--- src/rtl/sum_tree.sv ---
module sum_tree #(
  parameter int N     = 16,
  parameter int W     = 16,
  parameter int FANIN = 2
) (
  input  logic           clk,
  input  logic           rst,
  input  logic           in_valid,
  input  logic [N*W-1:0] in_words,
  input  logic           in_ovf,
  output logic           out_valid,
  output logic [W-1:0]   out_sum,
  output logic           out_ovf
);

  localparam int STEP   = (FANIN == 4) ? 2 : 1;
  localparam int LEVELS = $clog2(N) / STEP;

  function automatic int base(input int l);
    int o = 0;
    int n = N;
    for (int k = 0; k < l; k++) begin
      o += n;
      n = n / FANIN;
    end
    return o;
  endfunction

  localparam int NODES = base(LEVELS) + 1;

  if (!(FANIN == 2 || FANIN == 4) || N < FANIN || N != (1 << (LEVELS * STEP))) begin : bad_cfg
    $error("sum_tree: FANIN must be 2 or 4 and N a power of FANIN");
  end

  function automatic logic add_ov(input logic [W-1:0] a, input logic [W-1:0] b,
                                  input logic [W-1:0] s);
    return (a[W-1] == b[W-1]) && (s[W-1] != a[W-1]);
  endfunction

  logic [NODES*W-1:0] node;
  logic [LEVELS:0]    ovc;
  logic [LEVELS-1:0]  vld;

  assign node[N*W-1:0] = in_words;
  assign ovc[0]        = in_ovf;

  for (genvar l = 0; l < LEVELS; l++) begin : lvl
    localparam int IB   = base(l);
    localparam int OB   = base(l + 1);
    localparam int NOUT = (OB - IB) / FANIN;

    logic [NOUT-1:0] gov;
    logic            ovf_q;

    for (genvar g = 0; g < NOUT; g++) begin : grp
      logic [W-1:0] s, q;
      logic         ov;

      if (FANIN == 2) begin : f2
        logic [W-1:0] a, b;
        assign a  = node[(IB + 2*g) * W +: W];
        assign b  = node[(IB + 2*g + 1) * W +: W];
        assign s  = a + b;
        assign ov = add_ov(a, b, s);
      end else begin : f4
        logic [W-1:0] a, b, c, d, p0, p1;
        assign a  = node[(IB + 4*g) * W +: W];
        assign b  = node[(IB + 4*g + 1) * W +: W];
        assign c  = node[(IB + 4*g + 2) * W +: W];
        assign d  = node[(IB + 4*g + 3) * W +: W];
        assign p0 = a + b;
        assign p1 = c + d;
        assign s  = p0 + p1;
        assign ov = add_ov(a, b, p0) | add_ov(c, d, p1) | add_ov(p0, p1, s);
      end

      always_ff @(posedge clk) q <= s;

      assign node[(OB + g) * W +: W] = q;
      assign gov[g] = ov;
    end

    always_ff @(posedge clk) begin
      if (rst) ovf_q <= 1'b0;
      else     ovf_q <= ovc[l] | (|gov);
    end

    assign ovc[l+1] = ovf_q;


    stage_sticky_chk: assert property (@(posedge clk) disable iff (rst)
      ovc[l] |=> ovc[l+1]);
  end

  always_ff @(posedge clk) begin
    if (rst) vld <= '0;
    else begin
      vld[0] <= in_valid;
      for (int k = 1; k < LEVELS; k++) vld[k] <= vld[k-1];
    end
  end

  assign out_valid = vld[LEVELS-1];
  assign out_sum   = node[(NODES-1) * W +: W];
  assign out_ovf   = ovc[LEVELS];

  int since_rst;
  always_ff @(posedge clk) begin
    if (rst)                 since_rst <= 0;
    else if (since_rst < LEVELS) since_rst <= since_rst + 1;
  end


  valid_latency_chk: assert property (@(posedge clk) disable iff (rst)
    (since_rst >= LEVELS) |-> (out_valid == $past(in_valid, LEVELS)));


  ovf_in_chk: assert property (@(posedge clk) disable iff (rst)
    (since_rst >= LEVELS && $past(in_ovf, LEVELS)) |-> out_ovf);


  reset_clear_chk: assert property (@(posedge clk) disable iff (rst)
    $past(rst) |-> (!out_valid && !out_ovf));

endmodule

--- config.mk ---
export PLATFORM = sky130hd
export DESIGN_NAME = sum_tree
export DESIGN_NICKNAME = d
export VERILOG_FILES = /design/src/rtl/sum_tree.sv
export SDC_FILE = /design/constraint.sdc
export NUM_CORES = 1
export LEC_CHECK = 0
export BUFFER_PORTS_ARGS = -buffer_cell sky130_fd_sc_hd__buf_2
export CAP_MARGIN = 10
export CORE_MARGIN = 2
export CORE_UTILIZATION = 60
export DETAILED_ROUTE_END_ITERATION = 6
export PLACE_DENSITY = 0.85
export SETUP_SLACK_MARGIN = 0.02
export SYNTH_ARGS = -nofsm -noshare
export SYNTH_HDL_FRONTEND = slang
export SYNTH_SLANG_ARGS = --single-unit
--- constraint.sdc ---
create_clock -name clk -period 6.4 [get_ports clk]
set_clock_uncertainty 0.1 [all_clocks]
set_input_delay 0.64 -clock clk [delete_from_list [all_inputs] [get_ports clk]]
set_output_delay 0.64 -clock clk [all_outputs]
set_load 0.05 [all_outputs]
==> impl_metrics.ini, run 1 <==
[global_routing]
grt_pass1_vias = 12300
grt_pass1_wl_mm = 54.8
antenna_found_initial = 5
track_usage = 0.254
grt_max_degree = 15
overflow = 0

[synth]
synth_seq_area_share = 0.338
syn_area_sq_um = 14700
ys_types = 68
synth_top_cell_area_share = 0.338
yosysWarnings = 0
syn_nets = 2031
synth_area_leaders = dfxtp_1 34%, ha_1 19%, xnor2_1 8.7%, a21oi_1 4.8%, xor2_1 3.8%
syn_area_per_cell_sq_um = 9.59
synth_ff_type = dfxtp_1
synth-async-reset-ratio = 0
synth_edf_count = 0
synth-seq-cells = 248
synth_top_area_cell = dfxtp_1
synthesis.instances = 1531

[sta]
period_share = 0.478
layout_min_cycle_time_ps = 3060
maxSlewHeadroom = 0.363
slew_violations = 0
clock.fmax_mhz = 327
tightestPinTransition_ps = 932
setup_viol_count_final = 0
setup_slack_ps = 3340
hold_viol = 0
rsz0062_at_grt = no
fin_tns_setup_ps = 0

[route]
vias = 12200
drt-pass1-iter-count = 5
drc = 0
wl_mm = 33.3
via_per_inst = 5.58
ant_nets = 0
wl_per_cell_um = 15.3
drt_iter0_drc = 592

[cts]
clk_latency_ps = 520
clockBufferDepth = 3
path_clk_slew_ps = 60
post-cts-setup-buffer-count = 0
hold_buffers = 0
cts_tree = yes
cts.htree.levels = 1
cts_root_buf = clkbuf_16
numCtsBuffers = 26
cts.repair.resized = 0
clock-sinks = 248

[critical_path]
r2r_start = lvl[0].grp[6].q[1]
regToRegSetupSlack_ps = 3340
critPathKind = reg2reg
worstPathMaxFanout = 3
cp.arrival_ps = 3330
ff2ff_path_depth = 10
cp-start-kind = flip-flop
r2r-end = lvl[1].ovf_q
end_kind = flip-flop
cp.required_ps = 6670

[floorplan]
fp.dieW_um = 160
fp.dieH_um = 160
start_util = 0.607
core-area_sq_um = 24200
die-area_sq_um = 25700
ios = 278
core.rowCount = 57

[power]
leakage_nw = 8.25
vdd_drop_max_v = 0.000265
power_density_nw_per_um2 = 455

[placement]
io_buffers = 277
dp_slack_ps = 2950
globalplace.congestion = 0.862
hpwl_mm = 26.6

[layout]
drive_gt1_frac = 0.183
nets = 2336
area_delta_synth_final_pct = 18.4

[min_path]
worstHoldEndpoint = lvl[0].grp[1].q[0]
hp-start = in_words[48]
min_path_cells = 2
hold_class = in2reg

[run_status]
status = finished clean

[run]
maxCapViolCount = 0
state kept, by name, indices dropped and copies added, names as in the netlist:
| register | count |
|---|---|
| lvl.grp.q | 224 |
| out_sum | 16 |
| vld | 4 |
| lvl.ovf_q | 3 |
| out_ovf | 1 |
layout by cell type, fill, tap and decap left out, drive strengths merged, types with 8 or more instances in the layout:
master and n:
a21o 63, o21ai 72, nand2 55, nand4 11, xnor2 145, fa 15
a21oi 140, nor2 106, xor2 63, o21a 18, or2 10, buf 277
ha 225, nor4 8, inv 52, nor2b 29, o211ai 9, clkinv 8
o21bai 30, nor3 34, nand3 26, or3 11, and3 12, a31oi 24
a211oi 21, clkbuf 35, nand2b 20, dfxtp 248
stage by stage:
stage | cell area [sq um] | hold WS, ps | utilization | instances | total power, mW
floorplan | 14700 | 314 | - | 1531 | 5.40
global placement | 16500 | 318 | 0.681 | 2132 | 6.13
finish | 17400 | 224 | 0.719 | 2182 | 7.92
CTS | 17400 | 212 | 0.719 | 2180 | 7.93
detailed placement | 16500 | 328 | 0.681 | 2132 | 6.29
global route | 17400 | 220 | 0.719 | 2181 | 8.50
layer usage:
layer	track usage	share of wire	vias up
met5	0	0.0013	-
met4	0.0856	0.028	6
met3	0.0447	0.054	93
met2	0.467	0.50	357
met1	0.298	0.42	5543
li1	-	-	6181
worst max-delay path: stages, from the launching register on:
cell	delay, ps
dfxtp_1	340
ha_1	300
a21oi_1	120
nor2b_1	70
a311o_1	390
o311ai_1	390
a21oi_1	160
o21ai_0	210
nand2b_1	110
a2111oi_0	580
a31oi_1	140
cell usage after synthesis (5+ instances only):
library cell	number
a2111oi_0	5
a211o_1	6
a211oi_1	21
a21o_1	62
a21oi_1	140
a31oi_1	24
and2_1	6
and3_1	12
dfxtp_1	248
fa_1	15
ha_1	225
inv_1	52
nand2_1	55
nand2b_1	20
nand3_1	26
nand4_1	11
nor2_1	106
nor2b_1	29
nor3_1	34
nor4_1	7
o211ai_1	9
o21a_1	18
o21ai_0	68
o21bai_1	30
o31ai_1	5
or2_2	8
or3_1	11
xnor2_1	145
xor2_1	63
where the power goes:
group | internal, mW | switching (mW) | leakage, nW
logic | 1.75 | 2.20 | 5.71
clock network | 0.968 | 0.606 | 0.449
registers | 2.16 | 0.234 | 2.09
worst max path at each step:
stage	startpoint	endpoint	slack, ps	cells after the start
2_1_floorplan	in_words[193]	lvl[0].ovf_q	3510	10
3_3_place_gp	in_words[129]	lvl[0].ovf_q	3080	11
3_5_place_dp	in_words[129]	lvl[0].ovf_q	2950	11
4_1_cts	lvl[0].grp[6].q[1]	lvl[1].ovf_q	3430	10
5_1_grt	lvl[0].grp[7].q[1]	lvl[1].ovf_q	3070	10
6_report	lvl[0].grp[6].q[1]	lvl[1].ovf_q	3340	10
cell families (layout without fill, tap and decap cells):
logic type	Yosys count	count (layout)	share of synthesized area
AND/OR/NAND/NOR	341	341	0.116
multiplexers	4	4	0.00273
XOR/XNOR	208	208	0.124
buffers and inverters	52	377	0.0133
AO/OA/AOI/OAI	438	438	0.194
adder cells (fa/ha/maj)	240	240	0.212
other	0	2	0
flip-flops	248	248	0.338
final cells by class:
type	count	area [sq um]
tap	324	405
timing repair buffer	277	1390
fill	1772	6790
clock buffer	35	736
clock inverter	13	175
antenna	2	5.00
sequential	248	4960
inverter	52	195
multi-input combinational	1231	9520
Note: power is estimated with default switching activity, not from simulation.
==> run 2: changes to the inputs <==
--- a/config.mk
+++ b/config.mk
@@ -5,12 +5,13 @@
 export SDC_FILE = /design/constraint.sdc
 export NUM_CORES = 1
 export LEC_CHECK = 0
+export ABC_AREA = 1
 export BUFFER_PORTS_ARGS = -buffer_cell sky130_fd_sc_hd__buf_2
 export CAP_MARGIN = 10
 export CORE_MARGIN = 2
-export CORE_UTILIZATION = 60
+export CORE_UTILIZATION = 57
 export DETAILED_ROUTE_END_ITERATION = 6
-export PLACE_DENSITY = 0.85
+export PLACE_DENSITY = 0.81
 export SETUP_SLACK_MARGIN = 0.02
 export SYNTH_ARGS = -nofsm -noshare
 export SYNTH_HDL_FRONTEND = slang
==> constraint.sdc (replaced) <==
create_clock -name clk -period 3.1 [get_ports clk]
set_clock_uncertainty 0.1 [all_clocks]
set_input_delay 0.31 -clock clk [delete_from_list [all_inputs] [get_ports clk]]
set_output_delay 0.31 -clock clk [all_outputs]
set_load 0.05 [all_outputs]
==> run 2 against run 1 <==
Effect of this change: power is 120% higher; global-route usage increased by 0.28 points; core utilization decreased by 2.1 points; design area grew 8.9%; final cell count rose by 24%; highest routed layer is now met4; synthesized cell count up 30%.
==> impl_metrics.ini, run 2 <==
[run_status]
status = finished clean

[synth]
synth_top_family_by_area = simple AND/OR/NAND/NOR gates
synthSimpleGateAreaFrac = 0.198
syn_nets = 2486
synthTopCellsByCount = 474 x nand2_1, 248 x dfxtp_1, 225 x ha_1, 180 x inv_1, 165 x a21oi_1
synth_edf_count = 0
synth_mux_area_frac = 0
synth_ff_type = dfxtp_1
synth-seq-cells = 248
synth_compound_area_frac = 0.132
ys_types = 38
synth_seq_area_share = 0.315
synth_xor_area_frac = 0.115
synthesis.instances = 1986
synth-adder-area-share = 0.197
yosysWarnings = 0
synthMostInstantiatedCell = nand2_1
synth_top_cell_area_share = 0.315
synth_top_area_cell = dfxtp_1
syn_area_sq_um = 15800
syn_area_per_cell_sq_um = 7.95
synth_area_leaders = dfxtp_1 31%, ha_1 18%, nand2_1 11%, xor2_1 8.6%, a21oi_1 5.2%
synth-async-reset-ratio = 0

[placement]
dpl_cell_area_sq_um = 17600
globalplace.congestion = 0.953
io_buffers = 277
dp_slack_ps = 846
hpwl_mm = 31.2

[floorplan]
core.rowCount = 60
fp.dieH_um = 170
start_util = 0.582
core-area_sq_um = 27100
die-area_sq_um = 29000
ios = 278
fp.dieW_um = 170

[global_routing]
grt_max_degree = 15
antenna_found_initial = 1
track_usage = 0.257
grt_pass1_wl_mm = 61.8
overflow = 0
grt_pass1_vias = 13700

[sta]
period_share = 0.754
slew_violations = 0
layout_min_cycle_time_ps = 2340
hold_slack_ps = 47.0
rsz0062_at_grt = no
clock.fmax_mhz = 428
fin_tns_setup_ps = 0
tightestPinTransition_ps = 356
hold_viol = 0
setup_slack_ps = 763
maxSlewHeadroom = 0.760
setup_viol_count_final = 0

[route]
drc = 0
via_per_inst = 5.18
wl_mm = 38.0
wl_per_cell_um = 14.0
drt-pass1-iter-count = 5
ant_nets = 0
drt_iter0_drc = 621
vias = 14100

[critical_path]
critPathKind = in2reg
end_kind = flip-flop
crit_path_max_incr_delay_ps = 530
cp-start-kind = input pin
worst-path-buf-inv = 2
ff2ff_path_depth = 8
cp_slowest_cell = dlygate4sd3_1
worstPathMaxFanout = 3
crit_family = buffers and inverters
cp.required_ps = 3400
cp.depth = 11
path_cells = dlygate4sd3_1, buf_2, ha_1, fa_1, nand3_1, nand2_1, a21oi_2, nor3_1, nor2_1, o21ai_1, xor2_1
cp.arrival_ps = 2640

[min_path]
hold_class = in2reg
min_path_cells = 2

[cts]
clockBufferDepth = 3
hold_buffers = 33
path_clk_slew_ps = 60
numCtsBuffers = 26
clk_latency_ps = 530
cts.htree.levels = 1
cts_tree = yes
clock-sinks = 248
post-cts-setup-buffer-count = 0
cts.repair.resized = 0
cts_root_buf = clkbuf_16

[layout]
mostFrequentLayoutCells = 474 x nand2_1, 277 x buf_2, 248 x dfxtp_1
largest_register = lvl.grp.q
drive_gt1_frac = 0.158
final_common_cell = nand2_1
design_area_sq_um = 18900
nets = 2823
largest_reg_flops = 224
area_delta_synth_final_pct = 19.9

[power]
vdd_drop_max_v = 0.000547
power_mw = 17.3
power_density_nw_per_um2 = 915
leakage_nw = 9.93

[run]
maxCapViolCount = 0
==> run 2: cell types whose count changed in the layout (fill, tap and decap cells not counted), moves of 31 or more <==
cell,delta
a21o_1,-39
dlygate4sd3_1,+33
inv_1,+128
nand2_1,+419
nand3_1,+95
o21ai_0,-31
xnor2_1,-92
xor2_1,+92
==> run 2: logic make-up after synthesis <==
kind of cell,after synthesis
adders and majority gates,240
and+or+nand+nor,761
buffers and inverters,183
AOI/OAI and AO/OA,346
DFF,248
xor gates and xnor gates,208
==> run 2: final timing paths <==
kind              slack, ps          startpoint                  end
setup / recovery        760       in_words[208]  lvl[0].grp[6].q[12]
hold / removal           50       in_words[113]   lvl[0].grp[3].q[1]
setup reg to reg       1030  lvl[0].grp[2].q[0]  lvl[1].grp[1].q[10]
hold reg to reg         300              vld[1]               vld[2]
==> run 2: per-layer routing <==
layer,GRT usage,share of wire,vias to the layer above
li1,-,-,7332
met1,0.330,0.46,6332
met2,0.460,0.47,352
met3,0.0272,0.041,59
met4,0.0658,0.023,0
met5,0,0,-
==> run 2: area by class of cell <==
cell class | instances | area (sq um)
antenna | 1 | 2.50
clock buffer | 34 | 742
clock inverter | 13 | 224
fill | 2240 | 8170
inverter | 182 | 683
multi-input combinational | 1555 | 10100
sequential | 248 | 4960
tap | 372 | 465
timing repair buffer | 310 | 1720
==> run 2: worst reg2reg max path, delay by kind of cell (launching register included) <==
family                     cells  cell delay, ps
DFF                            1             300
xor gates and xnor gates       1             190
and+or+nand+nor                2             210
AOI/OAI and AO/OA              3             580
adders and majority gates      2             620
==> run 2: power breakdown <==
part | switching [mW] | internal, mW | total [mW] | leakage (nW)
clock network | 1.27 | 2.18 | 3.46 | 0.470
logic | 5.42 | 3.44 | 8.86 | 7.37
registers | 0.542 | 4.47 | 5.02 | 2.09
==> run 2: metrics by stage <==
stage | std cells | util
final | 2715 | 0.698
after global routing | 2714 | 0.698
after CTS | 2714 | 0.698
after detailed placement | 2634 | 0.651
after global placement | 2634 | 0.651
after floorplan | 1986 | -
==> run 3: changes to the inputs <==
--- a/config.mk
+++ b/config.mk
@@ -5,13 +5,13 @@
 export SDC_FILE = /design/constraint.sdc
 export NUM_CORES = 1
 export LEC_CHECK = 0
-export ABC_AREA = 1
+export ABC_AREA = 0
 export BUFFER_PORTS_ARGS = -buffer_cell sky130_fd_sc_hd__buf_2
 export CAP_MARGIN = 10
 export CORE_MARGIN = 2
-export CORE_UTILIZATION = 57
+export CORE_UTILIZATION = 51
 export DETAILED_ROUTE_END_ITERATION = 6
-export PLACE_DENSITY = 0.81
+export PLACE_DENSITY = 0.77
 export SETUP_SLACK_MARGIN = 0.02
 export SYNTH_ARGS = -nofsm -noshare
 export SYNTH_HDL_FRONTEND = slang
==> constraint.sdc (replaced) <==
create_clock -name clk -period 2.05 [get_ports clk]
set_clock_uncertainty 0.1 [all_clocks]
set_input_delay 0.205 -clock clk [delete_from_list [all_inputs] [get_ports clk]]
set_output_delay 0.205 -clock clk [all_outputs]
set_load 0.05 [all_outputs]
==> run 3 against run 2 <==
Effect of this change: the run now ends with setup timing left; first-iteration DRC count rose by 40%; critical path depth did not move; hold slack got worse by 42 ps; non-clock buffer count rose by 493; power rose by 92%; clock power rose by 50%; core utilization rose by 12 points; final cell count rose by 2.0%; die area rose by 3.8%; critical path type is now reg2reg.
==> impl_metrics.ini, run 3 (synthesis gave the netlist of run 1 again) <==
[critical_path]
worstPathMaxFanout = 2
critPathKind = reg2reg
cp-start-kind = flip-flop
path_cells = ha_4, fa_2, a21o_1, a21oi_2, o21bai_2, a211o_1, a31oi_4, a21oi_2, a21o_1, a21oi_2, xnor2_1
cp_slowest_cell = a211o_1
cp.required_ps = 2410
cp.arrival_ps = 2950
crit_family = compound AO/OA/AOI/OAI gates
crit_path_max_incr_delay_ps = 350
end_kind = flip-flop
worst-path-buf-inv = 0
crit_path_frequent_cell = a21oi_2

[min_path]
hold_class = in2reg

[layout]
largest_register = lvl.grp.q
largest_reg_flops = 224
fin_util = 0.821
final_common_cell = buf_4
area_delta_synth_final_pct = 59.8
fillers = 1573
finalNonFillerCells = 2769
multi_input_area_sq_um = 11200
drive_gt1_frac = 0.458
mostFrequentLayoutCells = 448 x buf_4, 271 x buf_2, 218 x dfxtp_1
nets = 2862
layout.area.seq_sq_um = 5020
design_area_sq_um = 23500

[global_routing]
overflow = 0
antenna_found_initial = 3
grt_max_degree = 15
grt_pass1_vias = 15200
grt_pass1_wl_mm = 68.7
track_usage = 0.273

[run]
maxCapViolCount = 0

[placement]
io_buffers = 277
dpl_cell_area_sq_um = 20100
hpwl_mm = 30.6
placedCellCount = 2600
globalplace.congestion = 0.893

[floorplan]
die-area_sq_um = 30200
ios = 278
core-area_sq_um = 28500
core.rowCount = 62
fp.dieH_um = 174
fp.dieW_um = 174
start_util = 0.514

[route]
vias = 14900
wl_per_cell_um = 16.7
drc = 0
ant_nets = 0
via_per_inst = 5.38
drt-pass1-iter-count = 7
wl_mm = 46.1
drt_iter0_drc = 867

[sta]
rsz0062_at_grt = yes
tightestPinTransition_ps = 667
setup_slack_ps = -534
layout_min_cycle_time_ps = 2580
hold_viol = 0
setup_viol_count_final = 63
clock.fmax_mhz = 387
slew_violations = 0
hold_slack_ps = 4.86
period_share = 1.26
maxSlewHeadroom = 0.550

[power]
vdd_drop_max_v = 0.00117
power_mw = 33.2
leakage_nw = 11.1
power_density_nw_per_um2 = 1420

[cts]
numCtsBuffers = 26
cts_tree = yes
path_clk_slew_ps = 60
cts_root_buf = clkbuf_16
clk_latency_ps = 540
clock-sinks = 248
clockBufferDepth = 3
cts.htree.levels = 1

[run_status]
status = complete, but fails checks
violations = setup timing
-- run 3: cell types whose count changed in the layout (fill, tap and decap cells not counted), moves of 79 or more --
cell	change
xor2_1	-96
xnor2_1	+79
a21oi_1	-91
nand2_1	-420
nand3_1	-99
buf_4	+448
inv_1	-131
-- run 3: where the power goes --
part / leakage (nW) / total, mW / internal, mW / switching [mW]
Clock: 0.474 / 5.20 / 3.25 / 1.95
Sequential: 2.09 / 7.67 / 6.79 / 0.878
Combinational: 8.55 / 20.3 / 10.3 / 10.0
Total: 11.1 / 33.2 / 20.4 / 12.8
-- run 3: per-stage QoR --
| stage | TNS [ps] | setup WS (ps) |
|---|---|---|
| after floorplan | -4610 | -336 |
| after global placement | -24200 | -684 |
| after detailed placement | -28380 | -759 |
| after CTS | -12430 | -490 |
| after global routing | -20790 | -626 |
| final | -15370 | -534 |
-- run 3: cell type report --
| type | count | share of cell area |
|---|---|---|
| antenna | 3 | 0.000320 |
| tap | 384 | 0.0205 |
| clock inverter | 12 | 0.00816 |
| clock buffer | 36 | 0.0328 |
| multi-input combinational | 1231 | 0.477 |
| inverter | 52 | 0.00832 |
| sequential | 248 | 0.214 |
| timing repair buffer | 803 | 0.239 |
-- run 3: worst reg2reg max path, stage by stage (launching register included) --
cell      delay [ps]
dfxtp_2          330
ha_4             160
fa_2             340
a21o_1           180
a21oi_2          200
o21bai_2         100
a211o_1          350
a31oi_4          210
a21oi_2           90
a21o_1           200
a21oi_2          130
xnor2_1          120
-- run 3: timing repair --
action                                  in CTS  in global routing
hold buffers                                47                  0
pin swaps                                  118                161
hold endpoints to repair                    44                  0
gates resized for setup                    150                137
endpoints found under the setup margin      61                 81
buffers inserted                            69                 43
-- run 3: routing by layer --
| metal | vias up | wire (um) | GRT usage |
|---|---|---|---|
| met5 | - | 13 | 0 |
| met4 | 2 | 2110 | 0.111 |
| met3 | 159 | 2120 | 0.0382 |
| met2 | 489 | 23400 | 0.520 |
| met1 | 6996 | 18400 | 0.304 |
| li1 | 7242 | - | - |
-- run 3: final timing paths --
path	start	end	slack, ps	cells after the start
worst min-delay path	in_words[182]	lvl[0].grp[5].q[6]	5	4
worst max-delay path	lvl[1].grp[2].q[0]	lvl[2].grp[1].q[14]	-530	11
worst min register to register	vld[0]	vld[1]	350	1
worst max register to register	lvl[1].grp[2].q[0]	lvl[2].grp[1].q[14]	-530	11
